`config.mk`:
```
export PLATFORM = sky130hd
export DESIGN_NAME = acc_cpu_core
export DESIGN_NICKNAME = d
export VERILOG_FILES = /design/src/rtl/acc_cpu_pkg.sv /design/src/rtl/acc_cpu_alu.sv /design/src/rtl/acc_cpu_ctrl.sv /design/src/rtl/acc_cpu_dp.sv /design/src/rtl/acc_cpu_core.sv
export SDC_FILE = /design/constraint.sdc
export NUM_CORES = 1
export LEC_CHECK = 0
export BUFFER_PORTS_ARGS = -buffer_cell sky130_fd_sc_hd__buf_4
export CORE_ASPECT_RATIO = 0.6
export CORE_MARGIN = 2
export CORE_UTILIZATION = 45
export DETAILED_ROUTE_END_ITERATION = 10
export PLACE_DENSITY = 0.67
export SYNTH_ARGS = -nofsm -noshare
export SYNTH_HDL_FRONTEND = slang
export SYNTH_HIERARCHICAL = 1
export SYNTH_SLANG_ARGS = --single-unit
```
`constraint.sdc`:
```
create_clock -name clk -period 3 [get_ports clk]
set_clock_uncertainty 0.15 [all_clocks]
set_input_delay 0.15 -clock clk [delete_from_list [all_inputs] [get_ports clk]]
set_output_delay 0.15 -clock clk [all_outputs]
set_load 0.01 [all_outputs]
```
`src/rtl/acc_cpu_pkg.sv`:
```
package acc_cpu_pkg;

    localparam int OPC_W = 8;

    localparam logic [OPC_W-1:0] OP_LDM = 8'h01;
    localparam logic [OPC_W-1:0] OP_LDD = 8'h02;
    localparam logic [OPC_W-1:0] OP_LDI = 8'h03;
    localparam logic [OPC_W-1:0] OP_LDX = 8'h04;
    localparam logic [OPC_W-1:0] OP_LDR = 8'h05;
    localparam logic [OPC_W-1:0] OP_ADD = 8'h06;
    localparam logic [OPC_W-1:0] OP_STO = 8'h07;
    localparam logic [OPC_W-1:0] OP_RTI = 8'h08;
    localparam logic [OPC_W-1:0] OP_HLT = 8'hFF;

    localparam int ST_C    = 0;
    localparam int ST_V    = 1;
    localparam int ST_N    = 2;
    localparam int ST_MASK = 3;
    localparam int ST_W    = 4;

    typedef enum logic [4:0] {
        S_FETCH_MAR,
        S_FETCH_INC,
        S_FETCH_MDR,
        S_FETCH_CIR,
        S_DECODE,
        S_EXEC_IMM,
        S_EXEC_LDR,
        S_EXEC_ADR,
        S_EXEC_RD,
        S_EXEC_MDR,
        S_IND_ADR,
        S_IND_RD,
        S_IND_MDR,
        S_EXEC_LOAD,
        S_EXEC_ADD,
        S_EXEC_STO,
        S_EXEC_RTI,
        S_IRQ_CHK,
        S_HALT
    } cpu_state_e;

    typedef enum logic [1:0] {
        MAR_FROM_PC,
        MAR_FROM_OPND,
        MAR_FROM_IDX,
        MAR_FROM_MDR
    } mar_src_e;

    typedef enum logic [1:0] {
        ACC_FROM_OPND,
        ACC_FROM_MDR,
        ACC_FROM_SUM
    } acc_src_e;

    typedef struct packed {
        logic     mar_we;
        mar_src_e mar_src;
        logic     pc_inc;
        logic     pc_vec;
        logic     pc_ret;
        logic     mdr_we;
        logic     cir_we;
        logic     acc_we;
        acc_src_e acc_src;
        logic     ix_we;
        logic     flags_we;
        logic     mask_set;
        logic     mask_clr;
        logic     mem_re;
        logic     mem_we;
    } cpu_ctl_t;

endpackage

```
`src/rtl/acc_cpu_alu.sv`:
```
module acc_cpu_alu #(
    parameter int DATA_W = 8
) (
    input  logic [DATA_W-1:0] op_a,
    input  logic [DATA_W-1:0] op_b,
    output logic [DATA_W-1:0] sum,
    output logic              carry,
    output logic              ovf,
    output logic              neg
);

    localparam int MSB = DATA_W - 1;

    logic [DATA_W:0] wide;

    always_comb begin
        wide  = {1'b0, op_a} + {1'b0, op_b};
        sum   = wide[DATA_W-1:0];
        carry = wide[DATA_W];
        // signed overflow: operands share a sign that the result does not
        ovf   = (op_a[MSB] == op_b[MSB]) && (wide[MSB] != op_a[MSB]);
        neg   = wide[MSB];
    end

endmodule

```
`src/rtl/acc_cpu_ctrl.sv`:
```
module acc_cpu_ctrl
    import acc_cpu_pkg::*;
(
    input  logic             clk,
    input  logic             rst_n,
    input  logic [OPC_W-1:0] opcode,
    input  logic             irq,
    input  logic             irq_masked,
    output cpu_state_e       state,
    output cpu_ctl_t         ctl
);

    cpu_state_e state_q;
    cpu_state_e state_d;

    // state register
    always_ff @(posedge clk) begin
        if (!rst_n) begin
            state_q <= S_FETCH_MAR;
        end else begin
            state_q <= state_d;
        end
    end

    assign state = state_q;

    // transitions
    always_comb begin
        state_d = state_q;
        unique case (state_q)
            S_FETCH_MAR: state_d = S_FETCH_INC;
            S_FETCH_INC: state_d = S_FETCH_MDR;
            S_FETCH_MDR: state_d = S_FETCH_CIR;
            S_FETCH_CIR: state_d = S_DECODE;
            S_DECODE: begin
                unique case (opcode)
                    OP_LDM:  state_d = S_EXEC_IMM;
                    OP_LDR:  state_d = S_EXEC_LDR;
                    OP_LDD,
                    OP_LDI,
                    OP_LDX,
                    OP_ADD,
                    OP_STO:  state_d = S_EXEC_ADR;
                    OP_RTI:  state_d = S_EXEC_RTI;
                    OP_HLT:  state_d = S_HALT;
                    default: state_d = S_IRQ_CHK;
                endcase
            end
            S_EXEC_IMM:  state_d = S_IRQ_CHK;
            S_EXEC_LDR:  state_d = S_IRQ_CHK;
            S_EXEC_ADR:  state_d = (opcode == OP_STO) ? S_EXEC_STO : S_EXEC_RD;
            S_EXEC_RD:   state_d = S_EXEC_MDR;
            S_EXEC_MDR: begin
                if (opcode == OP_LDI) begin
                    state_d = S_IND_ADR;
                end else if (opcode == OP_ADD) begin
                    state_d = S_EXEC_ADD;
                end else begin
                    state_d = S_EXEC_LOAD;
                end
            end
            S_IND_ADR:   state_d = S_IND_RD;
            S_IND_RD:    state_d = S_IND_MDR;
            S_IND_MDR:   state_d = S_EXEC_LOAD;
            S_EXEC_LOAD: state_d = S_IRQ_CHK;
            S_EXEC_ADD:  state_d = S_IRQ_CHK;
            S_EXEC_STO:  state_d = S_IRQ_CHK;
            S_EXEC_RTI:  state_d = S_IRQ_CHK;
            S_IRQ_CHK:   state_d = S_FETCH_MAR;
            S_HALT:      state_d = S_HALT;
            default:     state_d = S_FETCH_MAR;
        endcase
    end

    // outputs
    always_comb begin
        ctl = '0;
        unique case (state_q)
            S_FETCH_MAR: begin
                ctl.mar_we  = 1'b1;
                ctl.mar_src = MAR_FROM_PC;
            end
            S_FETCH_INC: begin
                ctl.pc_inc = 1'b1;
                ctl.mem_re = 1'b1;
            end
            S_FETCH_MDR: ctl.mdr_we = 1'b1;
            S_FETCH_CIR: ctl.cir_we = 1'b1;
            S_DECODE:    ctl = '0;
            S_EXEC_IMM: begin
                ctl.acc_we  = 1'b1;
                ctl.acc_src = ACC_FROM_OPND;
            end
            S_EXEC_LDR:  ctl.ix_we = 1'b1;
            S_EXEC_ADR: begin
                ctl.mar_we  = 1'b1;
                ctl.mar_src = (opcode == OP_LDX) ? MAR_FROM_IDX : MAR_FROM_OPND;
            end
            S_EXEC_RD:   ctl.mem_re = 1'b1;
            S_EXEC_MDR:  ctl.mdr_we = 1'b1;
            S_IND_ADR: begin
                ctl.mar_we  = 1'b1;
                ctl.mar_src = MAR_FROM_MDR;
            end
            S_IND_RD:    ctl.mem_re = 1'b1;
            S_IND_MDR:   ctl.mdr_we = 1'b1;
            S_EXEC_LOAD: begin
                ctl.acc_we  = 1'b1;
                ctl.acc_src = ACC_FROM_MDR;
            end
            S_EXEC_ADD: begin
                ctl.acc_we   = 1'b1;
                ctl.acc_src  = ACC_FROM_SUM;
                ctl.flags_we = 1'b1;
            end
            S_EXEC_STO:  ctl.mem_we = 1'b1;
            S_EXEC_RTI: begin
                ctl.pc_ret   = 1'b1;
                ctl.mask_clr = 1'b1;
            end
            S_IRQ_CHK: begin
                if (irq && !irq_masked) begin
                    ctl.pc_vec   = 1'b1;
                    ctl.mask_set = 1'b1;
                end
            end
            S_HALT:      ctl = '0;
            default:     ctl = '0;
        endcase
    end

endmodule

```
`src/rtl/acc_cpu_dp.sv`:
```
module acc_cpu_dp
    import acc_cpu_pkg::*;
#(
    parameter int              ADDR_W = 8,
    parameter int              DATA_W = 8,
    parameter logic [ADDR_W-1:0] VECTOR = 8'hF0,
    localparam int             WORD_W = OPC_W + ADDR_W
) (
    input  logic              clk,
    input  logic              rst_n,
    input  cpu_ctl_t          ctl,
    input  logic [WORD_W-1:0] mem_rdata,
    input  logic [DATA_W-1:0] alu_sum,
    input  logic              alu_c,
    input  logic              alu_v,
    input  logic              alu_n,
    output logic [ADDR_W-1:0] mem_addr,
    output logic [WORD_W-1:0] mem_wdata,
    output logic [OPC_W-1:0]  opcode,
    output logic [DATA_W-1:0] mdr_data,
    output logic [DATA_W-1:0] acc,
    output logic [DATA_W-1:0] ix,
    output logic [ADDR_W-1:0] pc,
    output logic [ST_W-1:0]   status,
    output logic              irq_masked
);

    logic [ADDR_W-1:0] pc_q;
    logic [ADDR_W-1:0] pc_shadow_q;
    logic [ADDR_W-1:0] mar_q;
    logic [WORD_W-1:0] mdr_q;
    logic [WORD_W-1:0] cir_q;
    logic [DATA_W-1:0] acc_q;
    logic [DATA_W-1:0] ix_q;
    logic [ST_W-1:0]   st_q;

    logic [ADDR_W-1:0] operand;
    logic [ADDR_W-1:0] idx_addr;

    assign operand  = cir_q[ADDR_W-1:0];
    assign idx_addr = operand + ADDR_W'(ix_q);

    // program counter with interrupt shadow
    always_ff @(posedge clk) begin
        if (!rst_n) begin
            pc_q        <= '0;
            pc_shadow_q <= '0;
        end else if (ctl.pc_vec) begin
            pc_shadow_q <= pc_q;
            pc_q        <= VECTOR;
        end else if (ctl.pc_ret) begin
            pc_q <= pc_shadow_q;
        end else if (ctl.pc_inc) begin
            pc_q <= pc_q + 1'b1;
        end
    end

    // memory address register
    always_ff @(posedge clk) begin
        if (!rst_n) begin
            mar_q <= '0;
        end else if (ctl.mar_we) begin
            unique case (ctl.mar_src)
                MAR_FROM_PC:   mar_q <= pc_q;
                MAR_FROM_OPND: mar_q <= operand;
                MAR_FROM_IDX:  mar_q <= idx_addr;
                MAR_FROM_MDR:  mar_q <= mdr_q[ADDR_W-1:0];
                default:       mar_q <= pc_q;
            endcase
        end
    end

    // memory data and current instruction registers
    always_ff @(posedge clk) begin
        if (!rst_n) begin
            mdr_q <= '0;
            cir_q <= '0;
        end else begin
            if (ctl.mdr_we) begin
                mdr_q <= mem_rdata;
            end
            if (ctl.cir_we) begin
                cir_q <= mdr_q;
            end
        end
    end

    // accumulator and index register
    always_ff @(posedge clk) begin
        if (!rst_n) begin
            acc_q <= '0;
            ix_q  <= '0;
        end else begin
            if (ctl.acc_we) begin
                unique case (ctl.acc_src)
                    ACC_FROM_OPND: acc_q <= DATA_W'(operand);
                    ACC_FROM_MDR:  acc_q <= mdr_q[DATA_W-1:0];
                    ACC_FROM_SUM:  acc_q <= alu_sum;
                    default:       acc_q <= acc_q;
                endcase
            end
            if (ctl.ix_we) begin
                ix_q <= DATA_W'(operand);
            end
        end
    end

    // status register
    always_ff @(posedge clk) begin
        if (!rst_n) begin
            st_q <= '0;
        end else begin
            if (ctl.flags_we) begin
                st_q[ST_C] <= alu_c;
                st_q[ST_V] <= alu_v;
                st_q[ST_N] <= alu_n;
            end
            if (ctl.mask_set) begin
                st_q[ST_MASK] <= 1'b1;
            end else if (ctl.mask_clr) begin
                st_q[ST_MASK] <= 1'b0;
            end
        end
    end

    assign mem_addr   = mar_q;
    assign mem_wdata  = WORD_W'(acc_q);
    assign opcode     = cir_q[WORD_W-1:ADDR_W];
    assign mdr_data   = mdr_q[DATA_W-1:0];
    assign acc        = acc_q;
    assign ix         = ix_q;
    assign pc         = pc_q;
    assign status     = st_q;
    assign irq_masked = st_q[ST_MASK];

endmodule

```
`src/rtl/acc_cpu_core.sv`:
```
module acc_cpu_core
    import acc_cpu_pkg::*;
#(
    parameter int              ADDR_W = 8,
    parameter int              DATA_W = 8,
    parameter logic [ADDR_W-1:0] VECTOR = 8'hF0,
    localparam int             WORD_W = OPC_W + ADDR_W
) (
    input  logic              clk,
    input  logic              rst_n,
    output logic [ADDR_W-1:0] mem_addr,
    output logic              mem_re,
    output logic              mem_we,
    output logic [WORD_W-1:0] mem_wdata,
    input  logic [WORD_W-1:0] mem_rdata,
    input  logic              irq,
    output logic              halted,
    output logic              instr_done,
    output logic [ADDR_W-1:0] pc_out,
    output logic [DATA_W-1:0] acc_out,
    output logic [DATA_W-1:0] ix_out,
    output logic [ST_W-1:0]   status_out
);

    cpu_state_e        fsm_state;
    cpu_ctl_t          ctl;
    logic [OPC_W-1:0]  opcode;
    logic              irq_masked;
    logic [DATA_W-1:0] mdr_data;
    logic [DATA_W-1:0] alu_sum;
    logic              alu_c;
    logic              alu_v;
    logic              alu_n;

    acc_cpu_ctrl u_ctrl (
        .clk        (clk),
        .rst_n      (rst_n),
        .opcode     (opcode),
        .irq        (irq),
        .irq_masked (irq_masked),
        .state      (fsm_state),
        .ctl        (ctl)
    );

    acc_cpu_dp #(
        .ADDR_W (ADDR_W),
        .DATA_W (DATA_W),
        .VECTOR (VECTOR)
    ) u_dp (
        .clk        (clk),
        .rst_n      (rst_n),
        .ctl        (ctl),
        .mem_rdata  (mem_rdata),
        .alu_sum    (alu_sum),
        .alu_c      (alu_c),
        .alu_v      (alu_v),
        .alu_n      (alu_n),
        .mem_addr   (mem_addr),
        .mem_wdata  (mem_wdata),
        .opcode     (opcode),
        .mdr_data   (mdr_data),
        .acc        (acc_out),
        .ix         (ix_out),
        .pc         (pc_out),
        .status     (status_out),
        .irq_masked (irq_masked)
    );

    acc_cpu_alu #(
        .DATA_W (DATA_W)
    ) u_alu (
        .op_a  (acc_out),
        .op_b  (mdr_data),
        .sum   (alu_sum),
        .carry (alu_c),
        .ovf   (alu_v),
        .neg   (alu_n)
    );

    assign mem_re     = ctl.mem_re;
    assign mem_we     = ctl.mem_we;
    assign instr_done = (fsm_state == S_IRQ_CHK);
    assign halted     = (fsm_state == S_HALT);

endmodule

```
# Word-level counts from Yosys, hierarchy flattened

Index checks and enable logic that the tools add are counted.

Flip-flop bits (word level): 81
Input port bits: 19

Reduce and logical (&&, ||, !) cells: 16
Equal/unequal tests: 34
Bitwise operators: 1
Mux-type cells: 25
Add/subtract/negate cells: 3

Operator list:

| cell                                                            | count |
|---|---|
| 5-bit one-hot mux with 13 select lines                          | 1 |
| 5-bit by 4-bit == test with 1-bit output, second input constant | 8 |
| 8-bit by 3-bit == test with 1-bit output, second input constant | 4 |
| 8-bit one-hot mux with 4 select lines                           | 1 |
| 5-bit one-hot mux with 5 select lines                           | 1 |
| 8-bit 2-to-1 mux                                                | 3 |
| 8-bit one-hot mux with 3 select lines                           | 1 |
| 5-bit by 3-bit == test with 1-bit output, second input constant | 4 |
| 3-bit one-hot mux with 3 select lines                           | 2 |
| 8-bit by 2-bit == test with 1-bit output, second input constant | 2 |
| 5-bit == test, second input constant                            | 3 |
| 1-bit 2-to-1 mux                                                | 12 |
| 5-bit by 2-bit == test with 1-bit output, second input constant | 2 |
| 8-bit by 8-bit adder with 9-bit output                          | 1 |
| 8-bit by 1-bit adder with 8-bit output, second input constant   | 1 |
| 8-bit adder                                                     | 1 |
| 8-bit by 1-bit == test with 1-bit output, second input constant | 1 |
| 8-bit by 4-bit == test with 1-bit output, second input constant | 1 |
| 8-bit == test, second input constant                            | 1 |
| 2-bit == test, second input constant                            | 3 |
| 3-bit nonzero test                                              | 2 |
| 3-bit OR reduction                                              | 2 |
| 6-bit OR reduction                                              | 1 |
| 5-bit by 1-bit == test with 1-bit output, second input constant | 1 |
| 15 further kinds                                                | 20 |

# Logic depth before layout (Yosys ltp)

Depth in word-level cells: 5
Depth in mapped cells: 12

# By module

Netlist, hierarchy kept.

Modules (own cells, without submodules):

| module       | cells an instance | seq. area each (um2) | times used | area each (um2) |
|---|---|---|---|---|
| acc_cpu_dp   | 416               | 1521.5               | 1          | 3842.4 |
| acc_cpu_ctrl | 107               | 100.1                | 1          | 755.7 |
| acc_cpu_alu  | 43                | 0.0                  | 1          | 336.6 |
| acc_cpu_core | 3                 | 0.0                  | 1          | 33.8 |

# Worst setup path after synthesis

No wires, ideal clock.

Path type: reg-to-reg
Start point: register u_dp.cir_q[13]
End point: register u_dp.mar_q[6] (netlist: u_dp/mem_addr[6])
Arrival time: 2.548 ns
Required time: 2.725 ns
Path buffers: 3
Slack: 0.177 ns
Stages on the path, launching flop included: 12
Cell sequence: dfxtp_1 > buf_4 > or4_4 > buf_6 > nor4_2 > a31oi_1 > nor3b_2 > buf_6 > mux2_2 > a221o_1 > a21oi_1 > nand3_1

RTL lines:

| item                   | line             | source |
|---|---|---|
| start, declared        | acc_cpu_dp.sv:32 | `logic [WORD_W-1:0] cir_q;` |
| start signal, assigned | acc_cpu_dp.sv:83 | `cir_q <= mdr_q;` |
| end signal, assigned   | acc_cpu_dp.sv:64 | `MAR_FROM_PC: mar_q <= pc_q;` |
| end signal, assigned   | acc_cpu_dp.sv:65 | `MAR_FROM_OPND: mar_q <= operand;` |
| end signal, assigned   | acc_cpu_dp.sv:66 | `MAR_FROM_IDX: mar_q <= idx_addr;` |
| end, declared          | acc_cpu_dp.sv:30 | `logic [ADDR_W-1:0] mar_q;` |

==> results.sh <==
export IMPL_power_frac_clock=0.332
export IMPL_rr_endpoint="u_dp/mem_addr[6]"
export IMPL_grt_use_total=0.213
export IMPL_die_w_um=140
export IMPL_critical_path_class="reg -> reg"
export IMPL_crit_arrival_ns=2.91
export IMPL_fill_cells=1000
export IMPL_worst_setup_path_end_kind="register"
export IMPL_final_min_clock_period_ns=2.84
export IMPL_post_place_ws_ns=0.0903
export IMPL_antenna_found_initial=0
export IMPL_rrSetupSlack_ns=0.16
export IMPL_drv_cap=0
export IMPL_port_buffers=66
export IMPL_crit_required_ns=3.07
export IMPL_htreeDepth=3
export IMPL_min_to="u_dp/status[3]"
export IMPL_root_buffer="clkbuf_16"
export IMPL_synth_commonest_cells="nor2_1, dfxtp_1, mux2i_1, buf_4, nand2_1"
export IMPL_cts_setup_buffers=0
export IMPL_via_count=4326
export IMPL_cts_buffers=9
export IMPL_nets=659
export IMPL_viasPerCell=5.67
export IMPL_initial_utilization=0.466
export IMPL_setup_ws_ns=0.160
export IMPL_cts_buffer_depth=2
export IMPL_grt_max_degree=45
export IMPL_period_share=0.947
export IMPL_row_count=29
export IMPL_status="finished clean"
export IMPL_drive_above_1_share=0.213
export IMPL_hpwl_um=9100
export IMPL_timing_rr_start="u_dp/cir_q[13]"
export IMPL_final_area_mm2=0.00586
export IMPL_ioPinCount=75
export IMPL_ir_drop_mv=0.340
export IMPL_yosysMostFrequentCell="nor2_1"
export IMPL_totalPowerFinal_mw=3.64
export IMPL_start_kind="register"
export IMPL_max_freq_mhz=352
export IMPL_hold_start="irq"
export IMPL_dr_wl_met2_um=5170
export IMPL_tightest_slew_ns=0.545
export IMPL_path_cells="or4_4 -> nor4_4 -> a31oi_1 -> nor3b_2 -> buf_4 -> mux2_2 -> a221o_1 -> a21oi_1 -> nand3_1"
export IMPL_synth_flop_cell="dfxtp_1"
export IMPL_critPathSlowestCell="or4_4"
export IMPL_core_area_mm2=0.0107
export IMPL_async_flop_share=0
export IMPL_p_comb_frac=0.294
export IMPL_die_area_mm2=0.0119
export IMPL_synthToLayoutAreaGrowth_pct=18.0
export IMPL_total_switching_power_mw=1.19
export IMPL_clkLatencyLatePin_ns=0.34
export IMPL_seqPwrFrac=0.375
export IMPL_clock_sinks=81
export IMPL_power_internal_mw=2.45
export IMPL_post_route_drc_count=0
export IMPL_synth_edff_count=0
export IMPL_yosysSeqAreaShare=0.326
export IMPL_maxSlewViolCount=0
export IMPL_yosysTopAreaCellShare=0.326
export IMPL_placed_cell_area_mm2=0.00536
export IMPL_drt_iter0_markers=251
export IMPL_powerDensity_mw_per_mm2=620
export IMPL_first_pass_iters=5
export IMPL_grt_overflow=0
export IMPL_slew_limit_headroom=0.636
export IMPL_timing_critical_path_slowest_cell_delay_ns=0.56
export IMPL_cp_max_fo=8
export IMPL_holdWs_ns=0.277
export IMPL_yosysWarnings=6
export IMPL_synthTopCellsByArea="dfxtp_1, mux2i_1, nor2_1"
export IMPL_power_leakage_nw=2.31
export IMPL_r2r_cells=9
export IMPL_wirelength_um=12300
export IMPL_grt_pass1_vias=3929
export IMPL_insertedDiodeCount=0
export IMPL_clk_pin_slew_worst_paths_ns=0.06
export IMPL_cts_tree="done"
export IMPL_syn_area_per_cell_um2=8.73
export IMPL_ant_nets=0
export IMPL_yosys_area_top_type="dfxtp_1"
export IMPL_finalSetupViolCount=0
export IMPL_chipHeight_um=85.4
export IMPL_grt_pass1_wl_um=20300
export IMPL_synth_area_mm2=0.00497
export IMPL_yosys_cell_types_count=74
export IMPL_hold_viol=0
export IMPL_hold_depth=6
export IMPL_dr_wl_met3_um=800
export IMPL_synth_cells=569
export IMPL_gp_congestion=0.943
export IMPL_hp_class="in -> reg"
export IMPL_highest_layer="met4"
export IMPL_met1_length_um=6130
export IMPL_ys_seq_elements=81
export IMPL_wire_per_inst_um=16.2
export IMPL_power_switching_share=0.327
logic make-up after synthesis:
group	share of synthesized area
other cells	0.000755
fa+ha+maj	0.0559
flops	0.326
simple gates	0.205
compound gates	0.135
buf+inv	0.108
xor+xnor	0.0300
mux	0.139
per-stage QoR:
stage | setup TNS, ns | std cells | utilization
2_1_floorplan | 0 | 576 | -
3_3_place_gp | 0 | 730 | 0.502
3_5_place_dp | 0 | 730 | 0.502
4_1_cts | 0 | 763 | 0.549
5_1_grt | -0.0138 | 763 | 0.550
6_report | 0 | 763 | 0.550
critical path, delay by kind of cell (launching register included):
family,cells,cell delay [ns]
AND/OR/NAND/NOR,4,1.13
multiplexers,1,0.35
flip-flops,1,0.33
buffers and inverters,1,0.19
AO/OA/AOI/OAI,3,0.58
area by class of cell:
class	count	area [µm²]	share of cell area
repair buffers	104	823	0.140
well taps	139	174	0.0297
clock inverters	6	91.3	0.0156
inverters	14	52.6	0.00896
multi-input cells	409	2860	0.488
clock buffers	10	239	0.0408
flip-flops and latches	81	1620	0.277
power by group through the flow:
| stage | Sequential, mW | Clock [mW] | Combinational (mW) |
|---|---|---|---|
| 2_1_floorplan | 1.32 | 0 | 0.813 |
| 3_3_place_gp | 1.38 | 0 | 1.02 |
| 3_5_place_dp | 1.39 | 0 | 1.03 |
| 4_1_cts | 1.36 | 1.23 | 1.06 |
| 5_1_grt | 1.39 | 1.29 | 1.17 |
| 6_report | 1.36 | 1.21 | 1.07 |
cell usage in the layout (no fill, tap or decap), types with 4 or more instances in the layout:
| master | instances |
|---|---|
| conb_1 | 8 |
| inv_1 | 13 |
| nor3b_1 | 4 |
| dfxtp_1 | 81 |
| xor2_1 | 4 |
| a21oi_1 | 24 |
| dlygate4sd3_1 | 17 |
| clkbuf_16 | 9 |
| mux2i_1 | 59 |
| a221oi_1 | 4 |
| buf_4 | 87 |
| a31oi_1 | 9 |
| a22oi_1 | 10 |
| o21ai_0 | 17 |
| nor2b_1 | 6 |
| xnor2_1 | 13 |
| nand2_1 | 36 |
| a21o_1 | 4 |
| nand3_1 | 7 |
| nand2b_1 | 7 |
| nor3_1 | 15 |
| ha_1 | 19 |
| nor2_1 | 84 |
| a211oi_1 | 4 |
flip-flops by register name, summed over array words and instances, names as in the netlist:
| register | count |
|---|---|
| u_dp/cir_q | 16 |
| u_dp/pc_shadow_q | 8 |
| u_dp/pc | 8 |
| u_ctrl/state | 5 |
| u_dp/mem_addr | 8 |
| u_dp/acc | 8 |
| u_dp/status | 4 |
| u_dp/mdr_q | 16 |
| u_dp/ix | 8 |
how the worst max path moves through the flow:
| stage | to | slack [ns] | startpoint |
|---|---|---|---|
| 2_1_floorplan | u_dp/mem_addr[6] | 0.18 | u_dp/cir_q[13] |
| 3_3_place_gp | u_dp/mem_addr[6] | 0.15 | u_dp/cir_q[13] |
| 3_5_place_dp | u_dp/mem_addr[4] | 0.09 | u_dp/cir_q[13] |
| 4_1_cts | u_dp/mem_addr[4] | 0.08 | u_dp/cir_q[13] |
| 5_1_grt | u_dp/mem_addr[4] | -0.01 | u_dp/cir_q[13] |
| 6_report | u_dp/mem_addr[6] | 0.16 | u_dp/cir_q[13] |
repair_timing:
action | in CTS | in global routing
endpoints found under the hold margin | 18 | 0
hold buffers | 17 | 0
setup endpoints to repair | 0 | 3
gates resized for setup | 0 | 2
layer usage:
metal,track usage,vias up
met2,0.311,158
met1,0.311,2077
li1,-,2073
met3,0.0463,18
met5,0,-
met4,0.0727,0
Note: power is estimated with default switching activity, not from simulation.
